### config.mk
export PLATFORM = sky130hd
export DESIGN_NAME = uart_dma_ctrl
export DESIGN_NICKNAME = d
export VERILOG_FILES = /design/src/rtl/uart_dma_pkg.sv /design/src/rtl/uart_dma_regs.sv /design/src/rtl/uart_dma_lockout.sv /design/src/rtl/uart_dma_req.sv /design/src/rtl/uart_dma_status.sv /design/src/rtl/uart_dma_ctrl.sv
export SDC_FILE = /design/constraint.sdc
export NUM_CORES = 1
export LEC_CHECK = 0
export ABC_AREA = 1
export ABC_CLOCK_PERIOD_IN_PS = 2000
export BUFFER_PORTS_ARGS = -buffer_cell sky130_fd_sc_hd__clkbuf_2
export CORE_AREA = 3 3 57 59
export DETAILED_ROUTE_END_ITERATION = 6
export DIE_AREA = 0 0 60 62
export GPL_TIMING_DRIVEN = 0
export PLACE_DENSITY = 0.69
export RECOVER_POWER = 50
export SLEW_MARGIN = 20
export SYNTH_ARGS = -nofsm -noshare
export SYNTH_HDL_FRONTEND = slang
export SYNTH_SLANG_ARGS = --single-unit
### constraint.sdc
create_clock -name clk -period 2 [get_ports clk]
set_input_delay 0.4 -clock clk [delete_from_list [all_inputs] [get_ports clk]]
set_output_delay 0.4 -clock clk [all_outputs]
set_load 0.005 [all_outputs]
### src/rtl/uart_dma_pkg.sv
package uart_dma_pkg;

    localparam int unsigned REG_W = 6;
    localparam int unsigned ST_W  = 4;

    // status and mask bit positions
    localparam int unsigned ST_RXDONE = 0;
    localparam int unsigned ST_TXDONE = 1;
    localparam int unsigned ST_EOT    = 2;
    localparam int unsigned ST_RXERR  = 3;

    typedef enum logic [1:0] {
        RA_CTRL = 2'd0,
        RA_TRIG = 2'd1,
        RA_MASK = 2'd2,
        RA_STAT = 2'd3
    } reg_addr_e;

    typedef enum logic {
        LK_OPEN = 1'b0,
        LK_HELD = 1'b1
    } lock_state_e;

    typedef struct packed {
        logic infrared;
        logic stop_on_err;
        logic tx_en;
        logic rx_en;
    } ctrl_t;

    // trigger code to entry count, scaled by FIFO depth
    function automatic int unsigned trig_entries(input logic [2:0] code,
                                                 input int unsigned depth);
        case (code)
            3'd0:    return depth / 8;
            3'd1:    return depth / 4;
            3'd3:    return (depth * 3) / 4;
            3'd4:    return (depth * 7) / 8;
            default: return depth / 2;
        endcase
    endfunction

endpackage

### src/rtl/uart_dma_regs.sv
module uart_dma_regs
    import uart_dma_pkg::*;
(
    input  logic             clk,
    input  logic             rst,
    input  logic             wr_en,
    input  logic [1:0]       wr_addr,
    input  logic [REG_W-1:0] wr_data,
    output ctrl_t            ctrl,
    output logic [2:0]       rx_code,
    output logic [2:0]       tx_code,
    output logic [ST_W-1:0]  mask,
    output logic [ST_W-1:0]  clr_vec
);

    always_ff @(posedge clk) begin
        if (rst) begin
            ctrl    <= '0;
            rx_code <= '0;
            tx_code <= '0;
            mask    <= '0;
        end else if (wr_en) begin
            unique case (reg_addr_e'(wr_addr))
                RA_CTRL: ctrl <= ctrl_t'(wr_data[3:0]);
                RA_TRIG: {tx_code, rx_code} <= wr_data;
                RA_MASK: mask <= wr_data[ST_W-1:0];
                RA_STAT: begin end
            endcase
        end
    end

    always_comb begin
        clr_vec = '0;
        if (wr_en && (reg_addr_e'(wr_addr) == RA_STAT))
            clr_vec = wr_data[ST_W-1:0];
    end

endmodule

### src/rtl/uart_dma_lockout.sv
module uart_dma_lockout
    import uart_dma_pkg::*;
(
    input  logic clk,
    input  logic rst,
    input  logic err_set,
    input  logic err_clr,
    output logic gate,
    output logic held
);

    lock_state_e state_q, state_d;

    always_ff @(posedge clk) begin
        if (rst) state_q <= LK_OPEN;
        else     state_q <= state_d;
    end

    always_comb begin
        state_d = state_q;
        unique case (state_q)
            LK_OPEN: if (err_set) state_d = LK_HELD;
            LK_HELD: if (err_clr && !err_set) state_d = LK_OPEN;
        endcase
    end

    always_comb begin
        held = (state_q == LK_HELD);
        gate = (state_q == LK_OPEN) && !err_set;
    end

    assert_lock_enter_R8: assert property (@(posedge clk) disable iff (rst)
        err_set |=> (state_q == LK_HELD));

    assert_lock_keep_R9: assert property (@(posedge clk) disable iff (rst)
        (state_q == LK_HELD && !err_clr) |=> (state_q == LK_HELD));

endmodule

### src/rtl/uart_dma_req.sv
module uart_dma_req
    import uart_dma_pkg::*;
#(
    parameter int unsigned FIFO_DEPTH = 16,
    parameter bit          IS_RX      = 1'b1,
    localparam int unsigned LVL_W     = $clog2(FIFO_DEPTH + 1)
) (
    input  logic             clk,
    input  logic             rst,
    input  logic             enable,
    input  logic             gate,
    input  logic             infrared,
    input  logic [2:0]       code,
    input  logic [LVL_W-1:0] level,
    output logic             single_req,
    output logic             burst_req
);

    logic [LVL_W-1:0] trig_lv;
    logic             single_d;
    logic             burst_d;

    assign trig_lv = LVL_W'(trig_entries(code, FIFO_DEPTH));

    generate
        if (IS_RX) begin : g_rx
            assign single_d = (level != '0);
            assign burst_d  = (level >= trig_lv);
        end else begin : g_tx
            assign single_d = (level < LVL_W'(FIFO_DEPTH));
            assign burst_d  = (level < trig_lv);
        end
    endgenerate

    always_ff @(posedge clk) begin
        if (rst) begin
            single_req <= 1'b0;
            burst_req  <= 1'b0;
        end else begin
            single_req <= enable & gate & single_d;
            burst_req  <= enable & gate & ~infrared & burst_d;
        end
    end

    assert_off_when_disabled_R6: assert property (@(posedge clk) disable iff (rst)
        !enable |=> (!single_req && !burst_req));

    assert_gate_blocks_R8: assert property (@(posedge clk) disable iff (rst)
        !gate |=> (!single_req && !burst_req));

endmodule

### src/rtl/uart_dma_status.sv
module uart_dma_status
    import uart_dma_pkg::*;
(
    input  logic            clk,
    input  logic            rst,
    input  logic [ST_W-1:0] set_vec,
    input  logic [ST_W-1:0] clr_vec,
    input  logic [ST_W-1:0] mask,
    output logic [ST_W-1:0] raw,
    output logic            irq
);

    always_ff @(posedge clk) begin
        if (rst) raw <= '0;
        else     raw <= (raw & ~clr_vec) | set_vec;
    end

    assign irq = |(raw & mask);

    for (genvar i = 0; i < ST_W; i++) begin : g_bit
        assert_event_sets_R10: assert property (@(posedge clk) disable iff (rst)
            set_vec[i] |=> raw[i]);
        assert_w1c_clears_R12: assert property (@(posedge clk) disable iff (rst)
            (clr_vec[i] && !set_vec[i]) |=> !raw[i]);
    end

endmodule

### src/rtl/uart_dma_ctrl.sv
module uart_dma_ctrl
    import uart_dma_pkg::*;
#(
    parameter int unsigned FIFO_DEPTH = 16,
    localparam int unsigned LVL_W     = $clog2(FIFO_DEPTH + 1)
) (
    input  logic             clk,
    input  logic             rst,
    input  logic             wr_en,
    input  logic [1:0]       wr_addr,
    input  logic [REG_W-1:0] wr_data,
    input  logic [1:0]       rd_addr,
    output logic [REG_W-1:0] rd_data,
    input  logic [LVL_W-1:0] rx_level,
    input  logic [LVL_W-1:0] tx_level,
    input  logic             rx_err,
    input  logic             rx_dma_done,
    input  logic             tx_dma_done,
    input  logic             ser_busy,
    output logic             rx_single_req,
    output logic             rx_burst_req,
    output logic             tx_single_req,
    output logic             tx_burst_req,
    output logic             irq
);

    ctrl_t           ctrl;
    logic [2:0]      rx_code, tx_code;
    logic [ST_W-1:0] mask, clr_vec, set_vec, raw;
    logic            rx_gate, lock_held, lock_set;
    logic            busy_d, eot_pulse;

    uart_dma_regs i_regs (
        .clk, .rst, .wr_en, .wr_addr, .wr_data,
        .ctrl, .rx_code, .tx_code, .mask, .clr_vec
    );

    assign lock_set = rx_err & ctrl.stop_on_err;

    uart_dma_lockout i_lock (
        .clk, .rst,
        .err_set (lock_set),
        .err_clr (clr_vec[ST_RXERR]),
        .gate    (rx_gate),
        .held    (lock_held)
    );

    uart_dma_req #(.FIFO_DEPTH(FIFO_DEPTH), .IS_RX(1'b1)) i_rx_req (
        .clk, .rst,
        .enable     (ctrl.rx_en),
        .gate       (rx_gate),
        .infrared   (ctrl.infrared),
        .code       (rx_code),
        .level      (rx_level),
        .single_req (rx_single_req),
        .burst_req  (rx_burst_req)
    );

    uart_dma_req #(.FIFO_DEPTH(FIFO_DEPTH), .IS_RX(1'b0)) i_tx_req (
        .clk, .rst,
        .enable     (ctrl.tx_en),
        .gate       (1'b1),
        .infrared   (ctrl.infrared),
        .code       (tx_code),
        .level      (tx_level),
        .single_req (tx_single_req),
        .burst_req  (tx_burst_req)
    );

    always_ff @(posedge clk) begin
        if (rst) busy_d <= 1'b0;
        else     busy_d <= ser_busy;
    end

    assign eot_pulse = busy_d & ~ser_busy & (tx_level == '0);

    always_comb begin
        set_vec            = '0;
        set_vec[ST_RXDONE] = rx_dma_done;
        set_vec[ST_TXDONE] = tx_dma_done;
        set_vec[ST_EOT]    = eot_pulse;
        set_vec[ST_RXERR]  = rx_err;
    end

    uart_dma_status i_status (
        .clk, .rst, .set_vec, .clr_vec, .mask, .raw, .irq
    );

    always_comb begin
        unique case (reg_addr_e'(rd_addr))
            RA_CTRL: rd_data = {2'b00, ctrl};
            RA_TRIG: rd_data = {tx_code, rx_code};
            RA_MASK: rd_data = {2'b00, mask};
            RA_STAT: rd_data = {2'b00, raw};
        endcase
    end

    assert_infrared_no_burst_R7: assert property (@(posedge clk) disable iff (rst)
        ctrl.infrared |=> (!rx_burst_req && !tx_burst_req));

    assert_held_blocks_rx_R8: assert property (@(posedge clk) disable iff (rst)
        lock_held |=> (!rx_single_req && !rx_burst_req));

    assert_eot_event_R11: assert property (@(posedge clk) disable iff (rst)
        ($fell(ser_busy) && tx_level == '0) |=> raw[ST_EOT]);

endmodule

* Word level (Yosys, flattened, before mapping) *
Index checks and enable logic that the tools add are counted.

word-level totals
  output and inout bits = 11
  bits in read-only memories = 0
  register bits = 24
  bits in writable memories = 0
  memories kept = 0
  word-level logic and storage cells = 67
  input bits = 27
  bits in latches = 0

operators by class
  shift-type cells = 0
  div/mod/pow operators = 0
  order comparisons = 3
  muxes and demuxes = 7
  reduce and logical (&&, ||, !) cells = 14
  equal/unequal tests = 12
  add/subtract/negate cells = 0
  multipliers = 0
  bitwise gates (word level) = 17

operators by type and width
  kind                number
  $pmux 4 s4          2
  $pmux 6 s4          1
  $and 1x1->1         10
  $and 4x4->4         2
  $eq 2x2->1 const B  4
  $eq 3x1->1 const B  2
  $eq 3x2->1 const B  2
  $eq 3x3->1 const B  2
  $logic_not 3->1     2
  $reduce_and 2->1    3
  $ge 5x4->1          1
  $logic_not 5->1     1
  $lt 5x4->1          1
  $lt 5x5->1 const B  1
  $reduce_bool 5->1   1
  $eq 2x1->1 const B  2
  $logic_not 2->1     2
  $mux 4              1
  $not 4->4           1
  $or 4x4->4          1
  $reduce_or 4->1     1
  $logic_and 1x1->1   3
  $not 1->1           3
  $mux 1              2
  other kinds (2)     2

* Logic depth before layout (Yosys ltp) *
Gate-level depths: netlist (run 1).

  depth in word-level cells = 6
  gate-level depth with buffers = 10
  depth with buffers taken out = 10

* Hierarchy *
Synthesis (run 1) repeated with hierarchy kept, for this count alone.

second synthesis, totals
  cell total of the unflattened synthesis = 227
  area, all modules = 1,428.9 µm²

by module, submodules not included
  module                    cells each  sequential area each (µm²)  area an instance (µm²)  times used
  uart_dma_regs             98          280.3                       636.9                   1
  uart_dma_ctrl             41          20.0                        216.5                   1
  uart_dma_req at i_rx_req  34          40.0                        214.0                   1
  uart_dma_status           29          80.1                        178.9                   1
  uart_dma_req at i_tx_req  18          40.0                        140.1                   1
  uart_dma_lockout          7           20.0                        42.5                    1

* Least setup slack after synthesis (run 1) *
No wires, ideal clock.

  kind = input to output
  from = input port rd_addr[1]
  to = output port rd_data[0]
  data required time = 1.600 ns
  stages = 4
  slack = 0.706 ns
  data arrival time = 0.894 ns
  path through = buf_2 nor2_1 nand2_1 nand4_1

on the way
  longest elaborated chain between the ends = 2
  elaborated cells between the ends (all ways) = 5
  classes of those cells = eq/ne (3); mux (1); reduce/logical (1)

RTL lines
  what                                line                 source
  start: declaration                  uart_dma_ctrl.sv:12  input logic [1:0] rd_addr,
  $eq 2x2->1 (tied with other cells)  uart_dma_ctrl.sv:90  unique case (reg_addr_e'(rd_addr))
  $pmux 6 s4 *                        uart_dma_ctrl.sv:90
  end: declaration                    uart_dma_ctrl.sv:13  output logic [REG_W-1:0] rd_data,

Every way passes the cells marked *; elsewhere a longest branch is shown, timed or not.

* Final worst setup path (run 1) *
  from = input port rd_addr[0]
  to = output port rd_data[3]

The elaborated chain is that of the path after synthesis.

==> summary.txt, run 1 <==
Routing
  – Vias per cell: 4.98
  – Initial DRC Count: 51
  – DRC violations left: 0
  – Via count: 1,246
  – DR pass1 iterations: 4
  – Met3 wire length: 192 µm
  – Final WL: 2780 µm
  – Met2 WL: 1210 µm
  – WL/cell: 11.1 µm
  – DR top layer: met4
  – Final ANT Viol Nets: 0
  – Met1 WL: about 1400 µm

Worst setup path
  – CP max-delay cell: nor2_4
  – Crit Reg-Reg Endpoint: i_rx_req.burst_req
  – CP Max Fanout: 6
  – CP startpoint kind: input pin
  – Crit path top cell by count: clkbuf_2
  – Peak per-stage delay on the critical path: roughly 0.15 ns
  – CP Depth: 6
  – Flop2flop setup slack: 0.65 ns
  – Worst reg-to-reg path cell count: 9
  – Arr. time, crit path: 1.09 ns
  – Crit. End Element: output port
  – CP Capture Point: rd_data[3]
  – Critical Path RT: between 1.5 and 2 ns
  – RR Startpoint: i_regs.rx_code[1]
  – Crit path cell chain: clkbuf_2 > inv_1 > nor2_4 > nand2_1 > nand4_1 > clkbuf_2
  – Kind of critical path: input pin to output port
  – Worst setup path start: rd_addr[0]
  – Crit path buffers/inverters: 3
  – Top delay family on crit path: buffers and inverters

Power and ir drop
  – Static Leak: 0.740 nW
  – Overall power: 0.00102 W
  – Cell Pwr Density: 691 nW/µm²
  – Peak supply drop: 0.499 mV

Logic synthesis
  – Sequential element share of the synthesized area: 0.391
  – Post-synth cell types: 18
  – Area contributors post-synth: dfxtp_1, nor2_1, inv_1
  – Mean area per synthesized cell: 6.83 µm²
  – Primary FF master, synth: dfxtp_1
  – Synth warn: 0
  – Asr flop ratio synth: 0
  – FF+latch count, synth: 24
  – Mapped Cells: 180
  – Cell taking the most area after synthesis: dfxtp_1
  – EDFF count, synth: 0
  – Syn nets: 212
  – Post-synth top area share: 0.391
  – Synthesized cell area: 1230 µm²

Place
  – DP Area: 1440 µm²
  – Dpl hpwl: 2320 µm
  – Placed cells: approximately 250
  – GP Congestion: 0.802
  – IO buf count: 35

Die
  – Die Area: 3720 µm²
  – Initial Util: 0.446
  – # rows: 19
  – Die X: 60 µm
  – Die Y: 62 µm
  – Total core area: 2760 µm²
  – Io pins: 38

Global routing
  – First-pass GRT wire length: 4620 µm
  – Total track usage: 0.163
  – Grt ovf: 0
  – Initial antenna violation count: 0
  – Vias in the first global route: 1,091
  – Largest net degree at the start of global routing: 15

Clock tree
  – TritonCTS Buffers: 3
  – Clock Sinks: 24
  – CTS tree: built
  – Clock Latency Late Sink: 0.31 ns
  – Clk slew on worst S/H paths: 0.13 ns
  – CTS root buf: clkbuf_4
  – Clk buf depth: 2
  – H-tree levels: 1
  – Resized cells post-CTS: 0
  – Hold_buf cts: 0
  – Postcts setup bufs: 0

Min path
  – Hold depth: 2
  – HP Class: input pin to register
  – Hold_sp: tx_level[4]

Finish
  – Design area: approximately 1500 µm²
  – Filler cell count: 304
  – Commonest cells after routing, fill and taps aside: clkbuf_2, nor2_1, inv_1
  – FF+latch area: 480 µm²
  – Area added between synthesis and finish: 20.2%
  – Final Util: 0.536
  – Most common cell after layout, fill and taps aside: clkbuf_2
  – Final non-filler cell total: 250
  – Final nets: roughly 250
  – Diode count: 0
  – Footprint of the multi-input gates: 593 µm²
  – Layout cell share with drive strength beyond 1: 0.192

Timing
  – RSZ-0062 raised after global routing: no
  – Final period utilization: 0.747
  – Setup TNS: 0 ns
  – Skew final: ~0.011 ns
  – Min Tclk post-route: roughly 1.5 ns
  – Hold Vio Cnt, Final: 0
  – Worst rel slew slack: 0.749
  – Least-Margin Pin Slew: 0.377 ns
  – Max-slew violations: 0
  – Achievable Freq: 0.670 GHz
  – Final setup violation count: 0

Job
  – Max Cap Viol: 0

Run status
  – Outcome: finished clean
[worst register-to-register path: stages (launching register included)]
cell and delay [ns]:
dfxtp_1 0.41, nor2_1 0.08, o21ai_0 0.19, ha_1 0.28
nand2_1 0.07, nand2_1 0.05, nand2_1 0.05, nand3_1 0.07
nand2_1 0.06, inv_1 0.03
[logic make-up (layout without fill, tap and decap cells)]
family	count (synthesis)	in the layout	share of synthesized area
adders and majority gates	5	5	0.0509
and+or+nand+nor	83	83	0.301
DFF	24	24	0.391
AOI/OAI and AO/OA	33	33	0.134
buffers and inverters	35	74	0.123
[registers in the layout, indices dropped and copies added (netlist names)]
signal,count
busy_d,1
i_lock.held,1
i_regs.ctrl,4
i_regs.mask,4
i_regs.rx_code,3
i_regs.tx_code,3
i_rx_req.burst_req,1
i_rx_req.single_req,1
i_status.raw,4
i_tx_req.burst_req,1
i_tx_req.single_req,1
[layer usage]
metal  track usage  up-vias
li1              -      656
met1         0.230      548
met2         0.262       40
met3        0.0186        2
met4        0.0475        0
met5             0        -
[cell usage after synthesis (2+ instances only)]
cell / instances
o21ai_0: 19
buf_6: 2
nor2_1: 33
a21oi_1: 14
nand4_1: 7
nand2_1: 25
ha_1: 5
dfxtp_1: 24
inv_1: 30
nand3_1: 13
[cell type report]
class                           count  share of cell area
Timing Repair Buffer               35               0.118
Sequential cell                    24               0.325
Inverter                           31              0.0787
Multi-Input combinational cell    121               0.401
Clock buffer                        3              0.0152
Buffer                              4              0.0161
Clock inverter                      1              0.0203
Tap cell                           31              0.0262
[worst min-delay path by stage]
stage	to
final	i_tx_req.single_req
after global placement	i_lock.held
after CTS	i_tx_req.single_req
after global routing	i_tx_req.single_req
after detailed placement	i_lock.held
after floorplan	i_lock.held
[through the flow]
step | hold WS [ns] | worst slack (ns)
5_1_grt | 0.262 | 0.399
3_5_place_dp | 0.453 | 0.503
3_3_place_gp | 0.451 | 0.491
2_1_floorplan | 0.439 | 0.706
4_1_cts | 0.254 | 0.501
6_report | 0.269 | 0.507
[power by group]
group,internal (W),switching [W]
Clock,0.000202,0.000141
Sequential,0.000501,0.0000172
Combinational,0.0000684,0.0000915
Total,0.000772,0.000250
Note: power is estimated with default switching activity, not from simulation.
==> run 2: changes to the inputs <==
ABC_CLOCK_PERIOD_IN_PS = 1400   (was 2000)
clock period = 1.4 ns   (was 2 ns; I/O delays follow)
==> run 2 against run 1 <==
Clock power is 43% higher. Sequential cell count did not move. Non-clock buffer count unchanged. Via count down 0.16%. Global-route usage unchanged. Count of clock-buffer cells in the layout is the same. Critical path type is now register to output port. First-iteration DRC count unchanged. Cell area rose by 0.17%. Largest power group unchanged. Setup slack worse by 0.43 ns.
==> summary.txt, run 2 (synthesis results as in run 1) <==
Timing
  – Skew final: 0.0107 ns (-0.0000350 ns)
  – RSZ-0062 raised after global routing: no
  – Worst rel slew slack: 0.749 (unchanged)
  – Min Tclk post-route: 1.32 ns
  – Achievable Freq: 0.759 GHz
  – Max-slew violations: 0 (unchanged)
  – Least-Margin Pin Slew: 0.377 ns (unchanged)
  – Setup TNS: 0 ns (unchanged)
  – Hold Vio Cnt, Final: 0 (unchanged)
  – Final setup violation count: 0 (unchanged)
  – Final period utilization: 0.942

Die
  – # rows: 19 (unchanged)
  – Initial Util: 0.446 (unchanged)
  – Io pins: 38 (unchanged)
  – Die Y: 62 µm (unchanged)
  – Die X: 60 µm (unchanged)
  – Die Area: 3720 µm² (unchanged)
  – Total core area: 2760 µm² (unchanged)

Finish
  – Most common cell after layout, fill and taps aside: clkbuf_2
  – Area added between synthesis and finish: 20.4%
  – Filler cell count: 303 (-0.33%)
  – Top Registers: i_regs.ctrl (4), i_regs.mask (4), i_status.raw (4)
  – Diode count: 0 (unchanged)
  – Final nets: 252 (unchanged)
  – Layout cell share with drive strength beyond 1: 0.201 (+0.00913)
  – Commonest cells after routing, fill and taps aside: clkbuf_2, nor2_1, inv_1
  – Final non-filler cell total: 250 (unchanged)

Min path
  – Hold_sp: tx_level[4]
  – HP Class: input pin to register

Power and ir drop
  – Static Leak: 0.744 nW (+0.44%)
  – Clock share of power: 0.336 (about the same)
  – Combinational group share of total power: 0.157 (about the same)
  – Cell Pwr Density: 986 nW/µm² (+43%)
  – Seq pwr share: 0.507 (about the same)
  – Psw: 0.000357 W (+43%)
  – Int Pwr: 0.00110 W (+43%)
  – Peak supply drop: 0.713 mV (+43%)
  – Switch share: 0.245 (about the same)

Worst setup path
  – Kind of critical path: register to output port
  – CP Max Fanout: 4 (-2)
  – Critical Path RT: 1.12 ns (-0.48 ns)
  – CP startpoint kind: register
  – Crit. End Element: output port
  – Arr. time, crit path: 1.04 ns (-0.05 ns)
  – RR Startpoint: i_regs.rx_code[1]
  – Worst setup path start: i_regs.ctrl[3]

Clock tree
  – TritonCTS Buffers: 3 (unchanged)
  – Clock Sinks: 24 (unchanged)
  – CTS root buf: clkbuf_4
  – H-tree levels: 1 (unchanged)
  – CTS tree: built
  – Hold_buf cts: 0 (unchanged)
  – Clk buf depth: 2 (unchanged)
  – Clk slew on worst S/H paths: 0.13 ns (about the same)
  – Clock Latency Late Sink: 0.31 ns (about the same)

Routing
  – Final ANT Viol Nets: 0 (unchanged)
  – DR pass1 iterations: 4 (unchanged)
  – Via count: 1,244 (-0.16%)
  – Vias per cell: 4.98 (-0.16%)
  – WL/cell: 11.1 µm (about the same)
  – Initial DRC Count: 51 (unchanged)
  – Final WL: 2780 µm (about the same)
  – DRC violations left: 0 (unchanged)

Global routing
  – Vias in the first global route: 1,091 (unchanged)
  – First-pass GRT wire length: 4620 µm (unchanged)
  – Total track usage: 0.163 (unchanged)
  – Grt ovf: 0 (unchanged)
  – Largest net degree at the start of global routing: 15 (unchanged)
  – Initial antenna violation count: 0 (unchanged)

Run status
  – Outcome: finished clean

Job
  – Max Cap Viol: 0 (unchanged)

Place
  – Placed cells: 246 (unchanged)
  – IO buf count: 35 (unchanged)
  – Dpl hpwl: 2320 µm (unchanged)
  – GP Congestion: 0.802 (unchanged)
## run 2: cell count changes in the layout (fill, tap and decap cells not counted)
cell and delta:
dfxtp_1 -1, clkbuf_2 +1, clkbuf_1 -1, o21ai_0 -1, o21ai_1 +1, dfxtp_2 +1
## run 2: final timing paths
kind / to / slack (ns) / cells past startpoint
setup / recovery: rd_data[3] / 0.08 / 3
hold reg to reg: i_lock.held / 0.47 / 2
setup reg to reg: i_rx_req.burst_req / 0.11 / 9
hold / removal: i_tx_req.single_req / 0.15 / 2
## run 2: power by group through the flow
stage	registers (W)	clock network (W)	logic, W
floorplan	0.000747	0	0.000145
global placement	0.000754	0	0.000232
detailed placement	0.000755	0	0.000236
CTS	0.000739	0.000503	0.000236
global route	0.000744	0.000532	0.000269
finish	0.000740	0.000491	0.000229
## run 2: cell type report
cell class              count  area (µm²)  area share
plain buffers               4        23.8      0.0160
clock buffers               3        22.5      0.0152
clock inverters             1        30.0      0.0203
inverters                  31         116      0.0785
multi-input cells         121         593       0.400
flip-flops and latches     24         482       0.325
well taps                  31        38.8      0.0262
repair buffers             35         175       0.118
## run 2: layer usage
metal / share of wire / global-route usage / up-vias
li1: - / - / 656
met1: 0.49 / 0.230 / 548
met2: 0.43 / 0.262 / 38
met3: 0.068 / 0.0186 / 2
met4: 0.0061 / 0.0475 / 0
met5: 0 / 0 / -
## run 2: what timing repair did
action / 4_1_cts / 5_1_grt
buffers inserted: 0 / 0
hold endpoints to repair: 0 / 0
gates resized for setup: 0 / 2
setup endpoints to repair: 0 / 1
## run 2: worst max-delay path: stages, from the launching register on
cell      delay [ns]
dfxtp_1         0.43
nand2_1         0.07
nand4_1         0.10
clkbuf_2        0.12
## run 2: through the flow
stage / utilization / cell area (µm²) / hold WS, ns / total power (W) / worst slack, ns
2_1_floorplan: - / 1230 / 0.357 / 0.000892 / 0.218
3_3_place_gp: 0.524 / 1440 / 0.451 / 0.000986 / 0.112
3_5_place_dp: 0.524 / 1440 / 0.453 / 0.000990 / 0.0497
4_1_cts: 0.543 / 1500 / 0.134 / 0.00148 / 0.0320
5_1_grt: 0.537 / 1480 / 0.142 / 0.00154 / 0.00931
6_report: 0.537 / 1480 / 0.149 / 0.00146 / 0.0816
